`src/rtl/bjr_pkg.sv`:
```
`timescale 1ns/1ps
package bjr_pkg;
  typedef enum logic [1:0] {
    CLS_NONE = 2'd0,
    CLS_BNE  = 2'd1,
    CLS_JUMP = 2'd2,
    CLS_RSVD = 2'd3
  } op_class_e;
endpackage

```
`src/rtl/bjr_target_gen.sv`:
```
`timescale 1ns/1ps
module bjr_target_gen #(
  parameter int XLEN   = 32,
  parameter int IMM_W  = 16,
  parameter int JIDX_W = 26
) (
  input  logic [XLEN-1:0]   pc_i,
  input  logic [JIDX_W-1:0] idx_i,
  output logic [XLEN-1:0]   br_target_o,
  output logic [XLEN-1:0]   jmp_target_o,
  output logic [XLEN-1:0]   pc_plus4_o
);
  localparam int EXT_W    = XLEN - IMM_W - 2;
  localparam int REGION_W = XLEN - JIDX_W - 2;

  logic [IMM_W-1:0] imm;
  logic [XLEN-1:0]  offset;

  assign imm    = idx_i[IMM_W-1:0];
  // sign extend, then scale to a word offset
  assign offset = {{EXT_W{imm[IMM_W-1]}}, imm, 2'b00};

  assign br_target_o  = pc_i + offset;
  assign jmp_target_o = {pc_i[XLEN-1 -: REGION_W], idx_i, 2'b00};
  assign pc_plus4_o   = pc_i + XLEN'(4);
endmodule

```
`src/rtl/bjr_cond_cmp.sv`:
```
`timescale 1ns/1ps
module bjr_cond_cmp #(
  parameter int XLEN   = 32,
  parameter int LANE_W = 8
) (
  input  logic [XLEN-1:0] a_i,
  input  logic [XLEN-1:0] b_i,
  output logic            ne_o
);
  localparam int LANES = XLEN / LANE_W;

  logic [LANES-1:0] lane_ne;

  // per-lane difference detect, then one wide OR
  for (genvar g = 0; g < LANES; g++) begin : g_lane
    assign lane_ne[g] = |(a_i[g*LANE_W +: LANE_W] ^ b_i[g*LANE_W +: LANE_W]);
  end

  assign ne_o = |lane_ne;
endmodule

```
`src/rtl/bjr_link_ctl.sv`:
```
`timescale 1ns/1ps
module bjr_link_ctl #(
  parameter int REG_AW = 5
) (
  input  logic              is_jump_i,
  input  logic              kill_i,
  input  logic              reg_write_i,
  input  logic [REG_AW-1:0] dest_i,
  output logic              link_sel_o,
  output logic [REG_AW-1:0] dest_o
);
  localparam logic [REG_AW-1:0] LINK_REG = '1;
  localparam logic [REG_AW-1:0] NULL_REG = '0;

  always_comb begin
    link_sel_o = 1'b0;
    dest_o     = dest_i;
    if (kill_i) begin
      dest_o = NULL_REG;
    end else if (is_jump_i) begin
      link_sel_o = 1'b1;
      dest_o     = reg_write_i ? LINK_REG : NULL_REG;
    end
  end
endmodule

```
`src/rtl/branch_jump_resolver.sv`:
```
`timescale 1ns/1ps
module branch_jump_resolver #(
  parameter int XLEN   = 32,
  parameter int IMM_W  = 16,
  parameter int JIDX_W = 26,
  parameter int REG_AW = 5,
  parameter int LANE_W = 8
) (
  input  logic              clk,
  input  logic              rst_n,
  input  logic [XLEN-1:0]   pc_i,
  input  logic [JIDX_W-1:0] instr_idx_i,
  input  logic [XLEN-1:0]   opa_i,
  input  logic [XLEN-1:0]   opb_i,
  input  logic [1:0]        cls_i,
  input  logic              reg_write_i,
  input  logic [REG_AW-1:0] dest_i,
  output logic              redirect_o,
  output logic [XLEN-1:0]   target_o,
  output logic              flush_o,
  output logic              link_sel_o,
  output logic [REG_AW-1:0] dest_o,
  output logic [XLEN-1:0]   link_value_o
);
  import bjr_pkg::*;

  localparam int REGION_W = XLEN - JIDX_W - 2;
  localparam logic [REG_AW-1:0] LINK_REG = '1;

  logic            squash_q;
  logic            is_bne, is_jump, ops_ne;
  logic            take_br, take_jmp;
  logic [XLEN-1:0] br_target, jmp_target;

  assign is_bne  = (cls_i == CLS_BNE);
  assign is_jump = (cls_i == CLS_JUMP);

  bjr_target_gen #(.XLEN(XLEN), .IMM_W(IMM_W), .JIDX_W(JIDX_W)) u_tgt (
    .pc_i         (pc_i),
    .idx_i        (instr_idx_i),
    .br_target_o  (br_target),
    .jmp_target_o (jmp_target),
    .pc_plus4_o   (link_value_o)
  );

  bjr_cond_cmp #(.XLEN(XLEN), .LANE_W(LANE_W)) u_cmp (
    .a_i  (opa_i),
    .b_i  (opb_i),
    .ne_o (ops_ne)
  );

  bjr_link_ctl #(.REG_AW(REG_AW)) u_link (
    .is_jump_i   (is_jump),
    .kill_i      (squash_q),
    .reg_write_i (reg_write_i),
    .dest_i      (dest_i),
    .link_sel_o  (link_sel_o),
    .dest_o      (dest_o)
  );

  // static not-taken: only a resolved transfer leaves the sequential path
  assign take_br    = !squash_q && is_bne && ops_ne;
  assign take_jmp   = !squash_q && is_jump;
  assign redirect_o = take_br || take_jmp;
  assign target_o   = take_jmp ? jmp_target : br_target;
  assign flush_o    = redirect_o;

  // the slot behind a redirect is the wrong-path fetch: cancel it once
  always_ff @(posedge clk or negedge rst_n) begin
    if (!rst_n) squash_q <= 1'b0;
    else        squash_q <= redirect_o;
  end

  AST_BNE_EQ_HOLDS: assert property (@(posedge clk) disable iff (!rst_n)
    (is_bne && opa_i == opb_i) |-> !redirect_o);
  AST_NO_XFER_QUIET: assert property (@(posedge clk) disable iff (!rst_n)
    (cls_i == CLS_NONE || cls_i == CLS_RSVD) |-> (!redirect_o && !link_sel_o));
  AST_ONE_SLOT_FLUSH: assert property (@(posedge clk) disable iff (!rst_n)
    redirect_o |=> (!redirect_o && !flush_o && !link_sel_o));
  AST_JUMP_REGION: assert property (@(posedge clk) disable iff (!rst_n)
    (is_jump && redirect_o) |-> (target_o[XLEN-1 -: REGION_W] == pc_i[XLEN-1 -: REGION_W]));
  AST_LINK_DEST: assert property (@(posedge clk) disable iff (!rst_n)
    (link_sel_o && reg_write_i) |-> (dest_o == LINK_REG));
  AST_NULL_DEST: assert property (@(posedge clk) disable iff (!rst_n)
    (link_sel_o && !reg_write_i) |-> (dest_o == '0));
endmodule

```
`config.mk`:
```
export PLATFORM = sky130hd
export DESIGN_NAME = branch_jump_resolver
export DESIGN_NICKNAME = d
export VERILOG_FILES = /design/src/rtl/bjr_pkg.sv /design/src/rtl/bjr_target_gen.sv /design/src/rtl/bjr_cond_cmp.sv /design/src/rtl/bjr_link_ctl.sv /design/src/rtl/branch_jump_resolver.sv
export SDC_FILE = /design/constraint.sdc
export NUM_CORES = 1
export LEC_CHECK = 0
export BUFFER_PORTS_ARGS = -buffer_cell sky130_fd_sc_hd__buf_2
export CAP_MARGIN = 20
export CORE_MARGIN = 2
export CORE_UTILIZATION = 30
export DETAILED_ROUTE_END_ITERATION = 16
export GPL_ROUTABILITY_DRIVEN = 0
export GPL_TIMING_DRIVEN = 0
export PLACE_DENSITY = 0.57
export SETUP_SLACK_MARGIN = 0.1
export SLEW_MARGIN = 30
export SYNTH_ARGS = -nofsm -noshare
export SYNTH_HDL_FRONTEND = slang
export SYNTH_HIERARCHICAL = 1
export SYNTH_SLANG_ARGS = --single-unit
```
`constraint.sdc`:
```
create_clock -name clk -period 3.76 [get_ports clk]
set_input_delay 0.376 -clock clk [delete_from_list [all_inputs] [get_ports clk]]
set_output_delay 0.376 -clock clk [all_outputs]
set_load 0.01 [all_outputs]
```
==> reports/summary.txt, run 1 <==
status: completed
hold_buf cts: 0
setup violators final: 0
Reg clk slew, reported paths: 0 ps
static leakage: 2.10 nW
Worst VDD drop: 0.0740 mV
slew margin rel.: 0.442
largest net degree at the start of global routing: 17
Gate Count Post-Synth: 432
synth top area cells: xnor2_1 18%, ha_1 12%, mux2_2 11%, buf_4 8.7%, xor2_1 5.5%
critical path peak fanout: 5
Worst setup EP type: output port
Slew @ Worst Pin: 829 ps
total power: 0.735 mW
GR Util All Layers: 0.167
worst-path cell chain: buf_2, ha_1, inv_1, fa_1, nor2b_1, o2111ai_1, a21oi_2, a211oi_2, o32ai_2, a31oi_1, xnor2_1, mux2_2, buf_2
R2R Path Start: squash_q
crit path buf inv count: 3
setup slack after placement: 212 ps
most used cell along the critical path: buf_2
max-slew violation count: 0
most common cell after layout, fill and taps aside: buf_2
vias in the first global route: 3,494
Seq/Total Area, Yosys: 0.00785
final hold violation count: 0
WP data required: 3380 ps
share of the synthesized area in the top cell type: 0.181
cell family with most CP delay: compound AO/OA/AOI/OAI gates
Worst Hold Slack: 152 ps
worst skew pair latency: 0 ps
Iter 0 DRT Violations: 241
area leader, netlist: xnor2_1
max incr delay on CP: 420 ps
Total Neg Setup Slack: 0 ps
Post-synth ARST share: 1.00
crit share post-route: 0.930
nets: 789
Ys Warns: 6
f_max: 286 MHz
Clock Skew: 0 ps
max FFs per register: 1
average wire per standard cell: 13.5 um
drt first pass iters: 4
power per cell area: 170 nW/um^2
initial antenna violation count: 1
dpl cell area: 4320 sq um
DR DRC count: 0
Die Y: 107 um
Post-CTS Setup Repair Bufs: 0
total gr overflow: 0
die footprint: 11,500 sq um
Max-cap violations: 0
Post-Syn Area: 3190 sq um
Syn Area/Cell: 7.38 sq um
core area: 10,300 sq um
final instance area: 4330 sq um
placed wire-length estimate: 9.23 mm
number of gates resized after cts: 0
most frequent cells in the layout: 192 x buf_2, 66 x xnor2_1, 37 x buf_4, 37 x nand2_1, 31 x mux2_2
fillers: 1,119
final period demand of the worst path: 3500 ps
Ports: 204
synth unique cells: 51
Die W: 107 um
IO buf count: 191
startpoint types: input pin
Area Overhead vs Synth: 35.7%
crit path from: pc_i[2]
RSZ-0062 raised after global routing: false
share of cells above drive strength 1: 0.433
number of synthesized flops with an enable pin: 0
crit path max-delay cell type: o32ai_2
via count: 3,732
kind of critical path: input pin to output port
first-pass GRT wire length: 16.2 mm
# rows: 37
Worst Slack Setup Final: 265 ps
initial core utilization: 0.309
Most flops, register: squash_q
Worst Path Arrival: 3120 ps
#FFs+latches synth: 1
DRT antenna net count: 0
biggest regs: squash_q x1
commonest register cell after synthesis: dfrtp_1
Hold WC Path Type: input pin to asynchronous set/reset pin
DR vias/cell: 4.90
final wirelength: 10.3 mm
[synthesized netlist by cell type, drive strengths merged, types with 9 or more instances]
cell type   n
ha         30
xor2       20
a21oi      28
nand4      13
mux2       33
inv         9
o21ai      15
nand2      38
and3       16
buf        41
xnor2      66
nand3      18
nor2       25
a21o        9
[routing by layer]
layer  GRT usage  vias to the layer above  routed length [um]
met5           0                        -                   0
met4      0.0102                        0                  56
met3      0.0195                        4                 832
met2       0.301                      169                4920
met1       0.222                     1656                4490
li1            -                     1903                   -
[path summary, 6_finish.rpt]
path / depth (start not counted) / slack [ps] / to
worst min-delay path: 1 / 150 / squash_q
worst max-delay path: 13 / 260 / target_o[26]
worst max register to register: 1 / 2910 / squash_q
worst min register to register: 1 / 700 / squash_q
min in group clk: 1 / 700 / squash_q
max in group asynchronous: 1 / 3520 / squash_q
[area by class of cell]
cell class | instances | area (sq um) | share of cell area
Timing Repair Buffer | 191 | 956 | 0.221
Inverter | 9 | 33.8 | 0.00781
Multi-Input combinational cell | 374 | 2790 | 0.645
Tap cell | 136 | 170 | 0.0393
Sequential cell | 1 | 25.0 | 0.00578
Buffer | 49 | 347 | 0.0801
Antenna cell | 1 | 2.50 | 0.000578
[power breakdown]
group,switching (mW),internal (mW)
logic,0.366,0.354
clock network,0,0.0000000355
registers,0.00277,0.0120
total,0.369,0.366
[kinds of logic (layout without fill, tap and decap cells)]
kind of cell | count (synthesis) | in the layout | share of synthesized area
buffers and inverters | 58 | 249 | 0.119
and+or+nand+nor | 138 | 138 | 0.220
AOI/OAI and AO/OA | 84 | 84 | 0.175
muxes | 33 | 33 | 0.117
xor gates and xnor gates | 86 | 86 | 0.236
DFF | 1 | 1 | 0.00784
adders and majority gates | 31 | 31 | 0.124
other | 1 | 3 | 0.00118
[stage by stage]
stage          utilization  cells
4_1_cts              0.418    760
5_1_grt              0.419    760
3_3_place_gp         0.418    760
3_5_place_dp         0.418    760
6_report             0.419    761
2_1_floorplan            -    433
Power figures use the tool's default switching activity.
==> inputs of run 2 (changes only) <==
--- a/config.mk
+++ b/config.mk
@@ -5,6 +5,7 @@
 export SDC_FILE = /design/constraint.sdc
 export NUM_CORES = 1
 export LEC_CHECK = 0
+export ABC_AREA = 1
 export BUFFER_PORTS_ARGS = -buffer_cell sky130_fd_sc_hd__buf_2
 export CAP_MARGIN = 20
 export CORE_MARGIN = 2
@@ -12,7 +13,7 @@
 export DETAILED_ROUTE_END_ITERATION = 16
 export GPL_ROUTABILITY_DRIVEN = 0
 export GPL_TIMING_DRIVEN = 0
-export PLACE_DENSITY = 0.57
+export PLACE_DENSITY = 0.53
 export SETUP_SLACK_MARGIN = 0.1
 export SLEW_MARGIN = 30
 export SYNTH_ARGS = -nofsm -noshare
==> run 2 against run 1 <==
  * Synthesized cell count rose by 94%
  * Critical path type unchanged
  * Sequential share of layout area fell by 0.12 points
  * Critical path depth grew 3
  * Final cell count increased by 59%
  * Clock skew did not move
  * Wire length increased by 52%
  * Via count increased by 47%
  * Worst hold slack got worse by 1.2 ps
  * Largest power group unchanged
==> reports/summary.txt, run 2 <==
Hold WC Path Type: input pin to asynchronous set/reset pin
via count: 5,483
biggest regs: squash_q x1
kind of critical path: input pin to output port
area leader, netlist: nand2_1
clock network power share: 0
hold_buf cts: 0
Sequential Power Share: 0.018
crit path buf inv count: 4
power per cell area: 150 nW/um^2
Multi-input gate area: 3460 sq um
DRT antenna net count: 0
Post-CTS Setup Repair Bufs: 0
drt first pass iters: 5
top-count cell post-synth: nand2_1
average wire per standard cell: 13.0 um
Die W: 124 um
nets: 1,193
DR DRC count: 0
commonest register cell after synthesis: dfrtp_1
Gate Count Post-Synth: 837
startpoint types: input pin
# rows: 43
max FFs per register: 1
Register Area: 25.0 sq um
Post-synth ARST share: 1.00
vias in the first global route: 4,899
commonest cells in the netlist: 346 x nand2_1, 122 x inv_1, 66 x nor2_1
Post-Syn Area: 4320 sq um
number of gates resized after cts: 0
fillers: 1,709
Total Neg Setup Slack: 0 ps
Worst Path Arrival: 2450 ps
number of synthesized flops with an enable pin: 0
cell family with most CP delay: simple AND/OR/NAND/NOR gates
synth unique cells: 26
WP data required: 3380 ps
Area Overhead vs Synth: 27.3%
Worst setup EP type: output port
worst skew pair latency: 0 ps
share of the synthesized area in the top cell type: 0.301
RSZ-0062 raised after global routing: false
Ports: 204
Seq/Total Area, Yosys: 0.00580
Psw: 0.485 mW
dpl cell area: 5500 sq um
Max-cap violations: 0
Clock Skew: 0 ps
f_max: 353 MHz
initial core utilization: 0.308
final hold violation count: 0
final period demand of the worst path: 2830 ps
placed wire-length estimate: 14.1 mm
max incr delay on CP: 410 ps
status: completed
setup violators final: 0
Worst VDD drop: 0.0774 mV
crit share post-route: 0.752
Iter 0 DRT Violations: 254
largest net degree at the start of global routing: 17
most common cell after layout, fill and taps aside: nand2_1
IO buf count: 190
total gr overflow: 0
Antenna Cells: 0
die footprint: 15,400 sq um
Ys Warns: 6
most used cell along the critical path: nand2_1
first-pass GRT wire length: 24.2 mm
worst-path cell chain: buf_2, ha_1, inv_1, fa_1, inv_1, nand3_1, nand3_1, nand2_1, nand2_1, nand2_1, nand3_1, nand2_1, nand2_1, nand2_1, nand2_1, buf_2
GR Util All Layers: 0.196
Syn Area/Cell: 5.16 sq um
most frequent cells in the layout: 346 x nand2_1, 199 x buf_2, 122 x inv_1
Die Y: 124 um
final instance area: 5500 sq um
critical path peak fanout: 4
DR vias/cell: 4.54
static leakage: 3.36 nW
final wirelength: 15.7 mm
Logic pwr share: 0.982
crit path max-delay cell type: fa_1
share of cells above drive strength 1: 0.254
Most flops, register: squash_q
Switching Share: 0.589
#FFs+latches synth: 1
core area: 14,000 sq um
Reg clk slew, reported paths: 0 ps
initial antenna violation count: 0
Internal: 0.338 mW
synth top area cells: nand2_1 30%, inv_1 11%, ha_1 8.7%, xnor2_1 8.3%, buf_4 6.6%
max-slew violation count: 0
run 2: power by group through the flow:
stage	sequential (mW)	clock [mW]	combinational, mW
after global placement	0.0145	0	0.813
final	0.0144	0	0.808
after global routing	0.0147	0	0.915
after floorplan	0.0136	0	0.509
after detailed placement	0.0144	0	0.813
after CTS	0.0144	0	0.816
run 2: worst paths after layout:
kind / to / cells past startpoint / slack (ps) / start
min in group clk: squash_q / 3 / 720 / cls_i[0]
max in group asynchronous: squash_q / 1 / 3530 / rst_n
worst min register to register: squash_q / 4 / 1070 / squash_q
worst max register to register: squash_q / 4 / 2580 / squash_q
worst max-delay path: target_o[24] / 16 / 930 / pc_i[2]
worst min-delay path: squash_q / 1 / 150 / rst_n
run 2: layer usage:
| layer | vias up | global-route usage | part of all wire |
|---|---|---|---|
| met4 | 0 | 0.0126 | 0.0071 |
| met3 | 6 | 0.00183 | 0.031 |
| met1 | 2405 | 0.276 | 0.48 |
| met2 | 113 | 0.351 | 0.49 |
| li1 | 2959 | - | - |
| met5 | - | 0 | 0 |
run 2: per-stage QoR:
step	cells	hold slack (ps)	total power [mW]	setup WS, ps	utilization
2_1_floorplan	838	80.4	0.522	1570	-
3_3_place_gp	1208	151	0.828	924	0.393
3_5_place_dp	1208	151	0.827	935	0.393
4_1_cts	1208	151	0.831	922	0.393
5_1_grt	1208	160	0.930	682	0.393
6_report	1208	151	0.823	931	0.393
run 2: final cells by class:
class,instances,share of cell area
plain buffers,50,0.0663
well taps,180,0.0410
multi-input cells,662,0.630
inverters,125,0.0854
flip-flops and latches,1,0.00455
repair buffers,190,0.173
run 2: logic make-up after synthesis:
group,Yosys count,synth area share
AO/OA/AOI/OAI,35,0.0452
other,1,0.000869
AND/OR/NAND/NOR,526,0.525
buffers and inverters,175,0.193
XOR/XNOR,68,0.138
adder cells (fa/ha/maj),31,0.0916
flip-flops,1,0.00580
